[src/rtl/pws_pkg.sv]
package pws_pkg;
  typedef enum logic [1:0] {
    ST_IDLE   = 2'd0,
    ST_COMMIT = 2'd1,
    ST_WAIT   = 2'd2
  } pws_state_t;
endpackage

[src/rtl/pws_page_buf.sv]
module pws_page_buf #(
  parameter int DATA_W     = 8,
  parameter int PAGE_BYTES = 16,
  localparam int IDX_W     = $clog2(PAGE_BYTES)
) (
  input  logic                  clk,
  input  logic                  rst,
  input  logic                  wr_en_i,
  input  logic [IDX_W-1:0]      wr_idx_i,
  input  logic [DATA_W-1:0]     wr_data_i,
  input  logic                  clr_i,
  input  logic [IDX_W-1:0]      rd_idx_i,
  output logic [DATA_W-1:0]     rd_data_o,
  output logic [PAGE_BYTES-1:0] valid_o
);
  // data storage carries no reset so it can map onto RAM
  logic [DATA_W-1:0] data_q [PAGE_BYTES];

  always_ff @(posedge clk) begin
    if (wr_en_i) data_q[wr_idx_i] <= wr_data_i;
  end

  assign rd_data_o = data_q[rd_idx_i];

  genvar g;
  generate
    for (g = 0; g < PAGE_BYTES; g++) begin : g_vld
      always_ff @(posedge clk) begin
        if (rst || clr_i)                                   valid_o[g] <= 1'b0;
        else if (wr_en_i && wr_idx_i == IDX_W'(g))          valid_o[g] <= 1'b1;
      end
    end
  endgenerate
endmodule

[src/rtl/pws_cycle_timer.sv]
module pws_cycle_timer #(
  parameter int CYCLE_CLKS = 500000,
  localparam int CNT_W     = $clog2(CYCLE_CLKS + 1)
) (
  input  logic clk,
  input  logic rst,
  input  logic start_i,
  output logic done_o
);
  logic [CNT_W-1:0] cnt_q;
  logic             run_q;

  assign done_o = run_q && (cnt_q == '0);

  always_ff @(posedge clk) begin
    if (rst) begin
      run_q <= 1'b0;
      cnt_q <= '0;
    end else if (start_i) begin
      run_q <= 1'b1;
      cnt_q <= CNT_W'(CYCLE_CLKS - 1);
    end else if (done_o) begin
      run_q <= 1'b0;
    end else if (run_q) begin
      cnt_q <= cnt_q - 1'b1;
    end
  end
endmodule

[src/rtl/page_write_seq.sv]
module page_write_seq #(
  parameter int ADDR_W     = 8,
  parameter int DATA_W     = 8,
  parameter int PAGE_BYTES = 16,      // power of two, so the index wraps
  parameter int CYCLE_CLKS = 500000   // self-timed cycle length in clocks
) (
  input  logic              clk,
  input  logic              rst,
  input  logic              wp_i,
  input  logic              addr_load_i,
  input  logic [ADDR_W-1:0] addr_i,
  input  logic              byte_load_i,
  input  logic [DATA_W-1:0] byte_i,
  input  logic              stop_i,
  input  logic              restart_i,
  output logic              ack_vld_o,
  output logic              ack_o,
  output logic              busy_o,
  output logic              mem_we_o,
  output logic [ADDR_W-1:0] mem_addr_o,
  output logic [DATA_W-1:0] mem_wdata_o
);
  import pws_pkg::*;

  localparam int IDX_W  = $clog2(PAGE_BYTES);
  localparam int BASE_W = ADDR_W - IDX_W;
  localparam logic [IDX_W-1:0] LAST_IDX = IDX_W'(PAGE_BYTES - 1);

  pws_state_t              state_q;
  logic [BASE_W-1:0]       base_q;
  logic [IDX_W-1:0]        idx_q;
  logic [IDX_W-1:0]        scan_q;
  logic                    blk_q;
  logic [PAGE_BYTES-1:0]   valid;
  logic [DATA_W-1:0]       rd_data;
  logic                    tmr_done;

  logic idle, accept, go_commit, tmr_start, clr_buf;

  assign idle      = (state_q == ST_IDLE);
  assign accept    = idle && byte_load_i && !stop_i && !restart_i && !wp_i && !blk_q;
  assign go_commit = idle && stop_i && (|valid) && !blk_q;
  assign tmr_start = (state_q == ST_COMMIT) && (scan_q == LAST_IDX);
  assign clr_buf   = (idle && restart_i && !stop_i) ||
                     (idle && stop_i && !go_commit) || tmr_done;
  assign busy_o    = !idle;

  pws_page_buf #(.DATA_W(DATA_W), .PAGE_BYTES(PAGE_BYTES)) u_buf (
    .clk       (clk),
    .rst       (rst),
    .wr_en_i   (accept),
    .wr_idx_i  (idx_q),
    .wr_data_i (byte_i),
    .clr_i     (clr_buf),
    .rd_idx_i  (scan_q),
    .rd_data_o (rd_data),
    .valid_o   (valid)
  );

  pws_cycle_timer #(.CYCLE_CLKS(CYCLE_CLKS)) u_tmr (
    .clk     (clk),
    .rst     (rst),
    .start_i (tmr_start),
    .done_o  (tmr_done)
  );

  always_ff @(posedge clk) begin
    if (rst) begin
      state_q     <= ST_IDLE;
      base_q      <= '0;
      idx_q       <= '0;
      scan_q      <= '0;
      blk_q       <= 1'b0;
      ack_vld_o   <= 1'b0;
      ack_o       <= 1'b0;
      mem_we_o    <= 1'b0;
      mem_addr_o  <= '0;
      mem_wdata_o <= '0;
    end else begin
      ack_vld_o <= byte_load_i;
      ack_o     <= accept;
      mem_we_o  <= 1'b0;
      case (state_q)
        ST_IDLE: begin
          if (stop_i) begin
            blk_q <= 1'b0;
            if (go_commit) begin
              state_q <= ST_COMMIT;
              scan_q  <= '0;
            end
          end else if (restart_i) begin
            blk_q <= 1'b0;
          end else if (byte_load_i) begin
            if (accept) idx_q <= idx_q + 1'b1;
            else        blk_q <= 1'b1;
          end else if (addr_load_i) begin
            base_q <= addr_i[ADDR_W-1:IDX_W];
            idx_q  <= addr_i[IDX_W-1:0];
          end
        end
        ST_COMMIT: begin
          mem_we_o    <= valid[scan_q];
          mem_addr_o  <= {base_q, scan_q};
          mem_wdata_o <= rd_data;
          scan_q      <= scan_q + 1'b1;
          if (scan_q == LAST_IDX) state_q <= ST_WAIT;
        end
        ST_WAIT: begin
          if (tmr_done) state_q <= ST_IDLE;
        end
        default: state_q <= ST_IDLE;
      endcase
    end
  end
endmodule

[config.mk]
export PLATFORM = sky130hd
export DESIGN_NAME = page_write_seq
export DESIGN_NICKNAME = d
export VERILOG_FILES = /design/src/rtl/pws_pkg.sv /design/src/rtl/pws_page_buf.sv /design/src/rtl/pws_cycle_timer.sv /design/src/rtl/page_write_seq.sv
export SDC_FILE = /design/constraint.sdc
export NUM_CORES = 1
export LEC_CHECK = 0
export BUFFER_PORTS_ARGS = -buffer_cell sky130_fd_sc_hd__buf_2
export CORE_MARGIN = 1
export CORE_UTILIZATION = 45
export DETAILED_ROUTE_END_ITERATION = 10
export GPL_ROUTABILITY_DRIVEN = 1
export GPL_TIMING_DRIVEN = 0
export HOLD_SLACK_MARGIN = 0.12
export SLEW_MARGIN = 40
export SYNTH_ARGS = -nofsm -noshare
export SYNTH_HDL_FRONTEND = slang
export SYNTH_HIERARCHICAL = 1
export SYNTH_SLANG_ARGS = --single-unit
[constraint.sdc]
create_clock -name clk -period 3.2 [get_ports clk]
set_clock_uncertainty 0.2 [all_clocks]
set_input_delay 0.48 -clock clk [delete_from_list [all_inputs] [get_ports clk]]
set_output_delay 0.48 -clock clk [all_outputs]
set_load 0.01 [all_outputs]
==> metrics.md, run 1 <==
| Metric | Value |
|---|---|
| Maxcap violations | 0 |
| Yosys reg bits | ~200 |
| CP top delay family | simple AND/OR/NAND/NOR gates |
| Place WS | between 0.1 and 0.15 ns |
| Area Growth Syn to Fin | 14.7% |
| Initial cell density of the core | 0.465 |
| Critical Path AT | 3.10 ns |
| First-pass GRT wire length | about 27000 um |
| # IOs | between 40 and 50 |
| CTS buffer count | 17 |
| Area of the multi-input gates | 2710 um^2 |
| Initial antenna violation count | 0 |
| RSZ-0062 raised after global routing | no |
| Gpl congestion | around 0.8 |
| H-tree Lvls | 4 |
| Worst-Skew Late Latency | 0.44 ns |
| Die area | between 15000 and 20000 um^2 |
| Startpoint types | register |
| Post-route setup slack | 0.229 ns |
| Area leader, netlist | edfxtp_1 |
| Static leakage | 0.00313 uW |
| Vias | around 5000 |
| Crit path time final | between 2 and 3 ns |
| Final Hold Violating Endpoints | 0 |
| Asr flop ratio synth | 0 |
| Vias per cell | around 5.7 |
| Top cell type's share of synthesized area | 0.473 |
| CP bufs+invs | 3 |
| Syn Nets | 589 |
| Die W | between 100 and 150 um |
| Period Utilization, post-route | 0.928 |
| Mapped cell area | approximately 8100 um^2 |
| Initial drt markers | ~280 |
| Final #Nets | 661 |
| Total congestion overflow | 0 |
| Final setup vio count | 0 |
| Number of synthesized flops with an enable pin | 128 |
| Leading cell type by number of instances after synthesis | edfxtp_1 |
| Fill count | 1437 |
| Netlist cell types | 64 |
| FF+latch area | around 5200 um^2 |
| Worst slew margin | 0.558 |
| Sequential cell area fraction in the yosys report | 0.646 |
| # port buffers | between 40 and 50 |
| Max Fclk | ~340 MHz |
| Cell Chain, Critical Path | inv_1, ha_1, nor3b_1, nand4_2, or4_1, nor2_1, inv_1, o31ai_1, nor2_1, clkbuf_1, o21a_1 |
| Worst Path Required | 3.33 ns |
| Clk buf depth | 2 |
| Worst setup path class | register to register |
| CP endpoint kind | register |
| Die height | 136 um |
| Syn_area_per_cell | between 10 and 15 um^2 |
| CP Max Fanout | 10 |
| Synthesis Warnings | 6 |
| DRT antenna net count | 0 |
| Vias in the first global route | approximately 4900 |
| CP peak stage delay | ~0.54 ns |
| Core Area | 17500 um^2 |
| Outcome | finished, final reports clean |
| Root Driver | clkbuf_16 |
| Clock transition at path regs | about 0.070 ns |
| Pwr dens | about 520 nW/um^2 |
| Most used DFF post-synth | edfxtp_1 |
| Final Max Tran Viols | 0 |
| Worst slew pin tran | between 0.6 and 0.7 ns |
| Largest net degree at the start of global routing | 17 |
| Maximum vdd drop | ~0.00034 V |
| CP max stage cell | or4_1 |
| DP Area | between 8000 and 9000 um^2 |
| Layout cell share with drive strength beyond 1 | 0.238 |
| Fin area | 9310 um^2 |
| Site Rows | 48 |
| Most frequent cells after synthesis | edfxtp_1 (128), dfxtp_1 (70), nand2_1 (53) |
| CTS tree | built |
| Antenna Diode Count | 0 |
| Synth area leaders | edfxtp_1 (47%), dfxtp_1 (17%), mux4_2 (5.5%) |
| Remaining DRCs | 0 |
| Dpl hpwl | about 12000 um |
| GRT Total Usage | 0.199 |
| Clock sinks | just under 200 |
| Syn Inst Count | between 500 and 600 |
| Worst hold path class | primary input to register |
| Pre-Repair DR Iteration Count | 6 |
| Drt total wl | ~17000 um |
| DR WL/cell | 19.6 um |
## through the flow
stage	util	power (uW)	setup TNS, ns	hold WS (ns)	std cells
6_report	0.533	4870	0	0.161	872
2_1_floorplan	-	2830	0	0.232	563
4_1_cts	0.532	4920	0	0.146	870
5_1_grt	0.533	5010	0	0.172	872
3_5_place_dp	0.497	2890	0	0.247	834
3_3_place_gp	0.493	2880	-9.43	0.240	830
## per-layer routing
| metal | GRT usage | routed length, um | up-vias |
|---|---|---|---|
| met1 | 0.260 | 7680 | 2523 |
| met3 | 0.0350 | 696 | 17 |
| met5 | 0 | 0 | - |
| met2 | 0.330 | 8510 | 108 |
| met4 | 0.0747 | 212 | 0 |
| li1 | - | - | 2314 |
## repair_timing
action | CTS | global route
gates resized for setup | 0 | 0
endpoints found under the hold margin | 6 | 0
hold buffers | 5 | 0
endpoints found under the setup margin | 0 | 10
setup buffers | 0 | 2
## flip-flops by register name, summed over array words and instances (netlist names), 2 cells and up
name and flops:
base_q 4, idx_q 4, mem_addr_o 8, mem_wdata_o 8, scan_q 4, state_q 2, u_buf/data_q 128, u_buf/valid_o 16
u_tmr/cnt_q 19
## path summary, 6_finish.rpt
kind	startpoint	end	slack, ns	cells after the start
hold reg to reg	mem_wdata_o[1]	mem_wdata_o[1]	0.26	2
setup reg to reg	u_tmr/cnt_q[0]	u_buf/valid_o[6]	0.23	11
hold / removal	addr_i[0]	idx_q[0]	0.16	3
setup / recovery	u_tmr/cnt_q[0]	u_buf/valid_o[6]	0.23	11
## worst register-to-register path, delay by kind of cell (launching register included)
kind            cells  cell delay (ns)
fa+ha+maj           1             0.18
buf+inv             3             0.41
compound gates      2             0.23
simple gates        5             1.49
flops               1             0.34
## logic make-up after synthesis
family                     after synthesis  share of synthesized area
muxes                                   41                      0.110
AOI/OAI and AO/OA                      105                     0.0872
xor gates and xnor gates                10                     0.0108
adders and majority gates                3                    0.00462
buffers and inverters                   38                     0.0265
and+or+nand+nor                        168                      0.115
DFF                                    198                      0.646
## power breakdown
part | total [uW] | internal (uW) | switching (uW)
Sequential | 2730 | 2720 | 6.33
Clock | 2030 | 1140 | 897
Combinational | 107 | 37.1 | 69.8
Total | 4870 | 3900 | 973
## final cells by class
type / count / share of cell area
multi-input combinational: 327 / 0.291
clock buffer: 17 / 0.0457
inverter: 10 / 0.00403
sequential: 198 / 0.563
timing repair buffer: 53 / 0.0322
buffer: 28 / 0.0191
clock inverter: 14 / 0.0146
tap: 225 / 0.0302
## cells in the final DEF (no fill, tap or decap), drive strengths merged, types with 3 or more instances in the layout
cell,n
nor4,9
inv,10
o21a,18
nand3b,4
mux4,34
o211ai,3
or2,3
clkdlybuf4s25,3
dlygate4sd3,5
and2,3
clkinvlp,4
a31oi,5
nor2,34
a21oi,38
nor3b,3
or3b,5
nand2,53
mux2i,5
dfxtp,70
o21ai,8
nand2b,6
nor3,11
xor2,8
edfxtp,128
clkbuf,24
nand3,12
o31ai,5
or3,5
clkinv,8
ha,3
nand4,4
buf,65
nor2b,6
a22oi,18
or4,5
Note: power is estimated with default switching activity, not from simulation.
==> run 2: changes to the inputs <==
--- a/config.mk
+++ b/config.mk
@@ -12,6 +12,7 @@
 export GPL_ROUTABILITY_DRIVEN = 1
 export GPL_TIMING_DRIVEN = 0
 export HOLD_SLACK_MARGIN = 0.12
+export SETUP_SLACK_MARGIN = 0.3
 export SLEW_MARGIN = 40
 export SYNTH_ARGS = -nofsm -noshare
 export SYNTH_HDL_FRONTEND = slang
==> run 2 against run 1 <==
Combinational power hardly changed. Worst setup slack gained 0.21 ns. Via count about the same. Die area stayed put. Utilization is 0.16 points higher. Total power hardly changed. Highest routed layer unchanged. Non-clock buffer count increased by 1. Critical path type unchanged. Critical endpoint unchanged. Largest power group unchanged. Fmax rose by 7.7%. Critical path depth unchanged. First-iteration DRC count up 8.5%. Global-route usage about the same. Register-to-register slack better by 0.21 ns.
==> metrics.md, run 2 (synthesis results as in run 1) <==
| Metric | Value |
|---|---|
| Maximum vdd drop | 0.000343 V (about the same) |
| Worst R2R Path Depth | 11 (unchanged) |
| Worst-Skew Late Latency | 0.43 ns (about the same) |
| Dpl hpwl | 11600 um (unchanged) |
| Static leakage | 0.00315 uW (+0.52%) |
| Total congestion overflow | 0 (unchanged) |
| Design Power | 4870 uW (about the same) |
| Area Growth Syn to Fin | 15.0% |
| Worst setup path class | register to register |
| Initial drt markers | 307 (+8.5%) |
| CP peak stage delay | 0.52 ns (-0.02 ns) |
| Critical Path AT | 2.88 ns (-0.22 ns) |
| CP max stage cell | or4_1 |
| Hold slack final | 0.163 ns (+0.00117 ns) |
| Setup_tns | 0 ns (unchanged) |
| # port buffers | 42 (unchanged) |
| CTS buffer count | 17 (unchanged) |
| Largest net degree at the start of global routing | 17 (unchanged) |
| RSZ-0062 raised after global routing | no |
| Cell Chain, Critical Path | inv_1, ha_1, nor3b_2, nand4_2, or4_1, nor2_1, inv_1, o31ai_1, nor2_1, clkbuf_2, o21a_1 |
| Vias in the first global route | 4941 (+0.020%) |
| Maxcap violations | 0 (unchanged) |
| Outcome | finished, final reports clean |
| Area of the multi-input gates | 2730 um^2 (+0.69%) |
| Worst reg2reg setup slack | 0.44 ns (+0.21 ns) |
| Worst Path Required | 3.33 ns (about the same) |
| Clock transition at path regs | 0.07 ns (about the same) |
| Max Fclk | 363 MHz (+7.7%) |
| CP endpoint kind | register |
| Vias | 4961 (-0.020%) |
| Startpoint types | register |
| # IOs | 43 (unchanged) |
| Final Max Tran Viols | 0 (unchanged) |
| Layout cell share with drive strength beyond 1 | 0.242 (+0.00426) |
| Remaining DRCs | 0 (unchanged) |
| Crit path time final | 2.76 ns (-0.214 ns) |
| Largest register FFs | 128 (unchanged) |
| FF+latch area | 5250 um^2 (unchanged) |
| Fin util | 0.534 (+0.00157) |
| Final Hold Violating Endpoints | 0 (unchanged) |
| Initial antenna violation count | 0 (unchanged) |
| Largest registers | u_buf/data_q: 128 flops, u_tmr/cnt_q: 19 flops, u_buf/valid_o: 16 flops |
| Worst slew margin | 0.557 (-0.000849) |
| H-tree Lvls | 4 (unchanged) |
| First-pass GRT wire length | 26800 um (+0.23%) |
| Antenna Diode Count | 0 (unchanged) |
| Site Rows | 48 (unchanged) |
| Core Area | 17500 um^2 (unchanged) |
| Die area | 18600 um^2 (unchanged) |
| Die height | 136 um (unchanged) |
| Clock sinks | 198 (unchanged) |
| Root Driver | clkbuf_16 |
| Gpl congestion | 0.822 (unchanged) |
| Hold Path Stages | 3 (unchanged) |
| Vias per cell | 5.68 (-0.13%) |
| Die W | 136 um (unchanged) |
| Period Utilization, post-route | 0.862 (-0.0667) |
| CP Max Fanout | 10 (unchanged) |
| Worst slew pin tran | 0.663 ns (+0.00127 ns) |
| DR WL/cell | 19.7 um (+0.24%) |
| Biggest register | u_buf/data_q |
| CTS tree | built |
| GRT Total Usage | 0.199 (+0.000490) |
| Worst hold path class | primary input to register |
| Most frequent cells in the layout | edfxtp_1 (128), dfxtp_1 (70), buf_2 (53), nand2_1 (53), a21oi_1 (37) |
| Fill count | 1436 (-0.070%) |
| Pre-Repair DR Iteration Count | 4 (-2) |
| Most common cell after layout, fill and taps aside | edfxtp_1 |
| Final #Nets | 662 (+0.15%) |
| DRT antenna net count | 0 (unchanged) |
| Pwr dens | 522 nW/um^2 (-0.20%) |
| Drt total wl | 17200 um (+0.35%) |
| Final setup vio count | 0 (unchanged) |
| Clk buf depth | 2 (unchanged) |
| Initial cell density of the core | 0.465 (unchanged) |
run 2: cell types whose count changed in the layout (fill, tap and decap cells not counted), sizes merged:
cell  change
buf       +1
run 2: power breakdown:
part | internal (uW) | switching [uW] | leakage (uW)
Clock | 1140 | 899 | 0.000266
Sequential | 2720 | 6.33 | 0.00171
Combinational | 39.1 | 70.4 | 0.00117
run 2: repair_timing:
item                                   4_1_cts  5_1_grt
buffers inserted                             1        2
endpoints found under the hold margin        6        0
hold buffers                                 5        0
gates resized for setup                      0        5
pin swaps                                    1        1
setup endpoints to repair                   10       40
run 2: area by class of cell:
| cell class | count | area share |
|---|---|---|
| Timing Repair Buffer | 54 | 0.0330 |
| Buffer | 28 | 0.0192 |
| Sequential cell | 198 | 0.562 |
| Inverter | 10 | 0.00402 |
| Clock inverter | 14 | 0.0146 |
| Clock buffer | 17 | 0.0455 |
| Tap cell | 225 | 0.0301 |
| Multi-Input combinational cell | 327 | 0.292 |
run 2: path summary, 6_finish.rpt:
check            startpoint          endpoint
min               addr_i[0]          idx_q[0]
max reg2reg  u_tmr/cnt_q[0]  u_buf/valid_o[6]
max          u_tmr/cnt_q[0]  u_buf/valid_o[6]
min reg2reg  mem_wdata_o[1]    mem_wdata_o[1]
run 2: through the flow:
| stage | instance area, um^2 | setup WS (ns) | std cells |
|---|---|---|---|
| finish | 9340 | 0.443 | 873 |
| global route | 9340 | 0.316 | 873 |
| CTS | 9310 | 0.321 | 871 |
| detailed placement | 8690 | 0.117 | 834 |
| global placement | 8610 | -0.504 | 830 |
| floorplan | 8120 | 0.389 | 563 |
run 2: routing by layer:
layer | vias up | share of wire | track usage
met5 | - | 0 | 0
met4 | 0 | 0.014 | 0.0747
met3 | 19 | 0.041 | 0.0350
met2 | 114 | 0.49 | 0.331
met1 | 2504 | 0.45 | 0.261
li1 | 2324 | - | -
run 2: worst max-delay path: cells and delay by family (launching register included):
family / cells / cell delay [ns]
simple gates: 5 / 1.34
buf+inv: 3 / 0.38
flops: 1 / 0.34
compound gates: 2 / 0.21
fa+ha+maj: 1 / 0.18
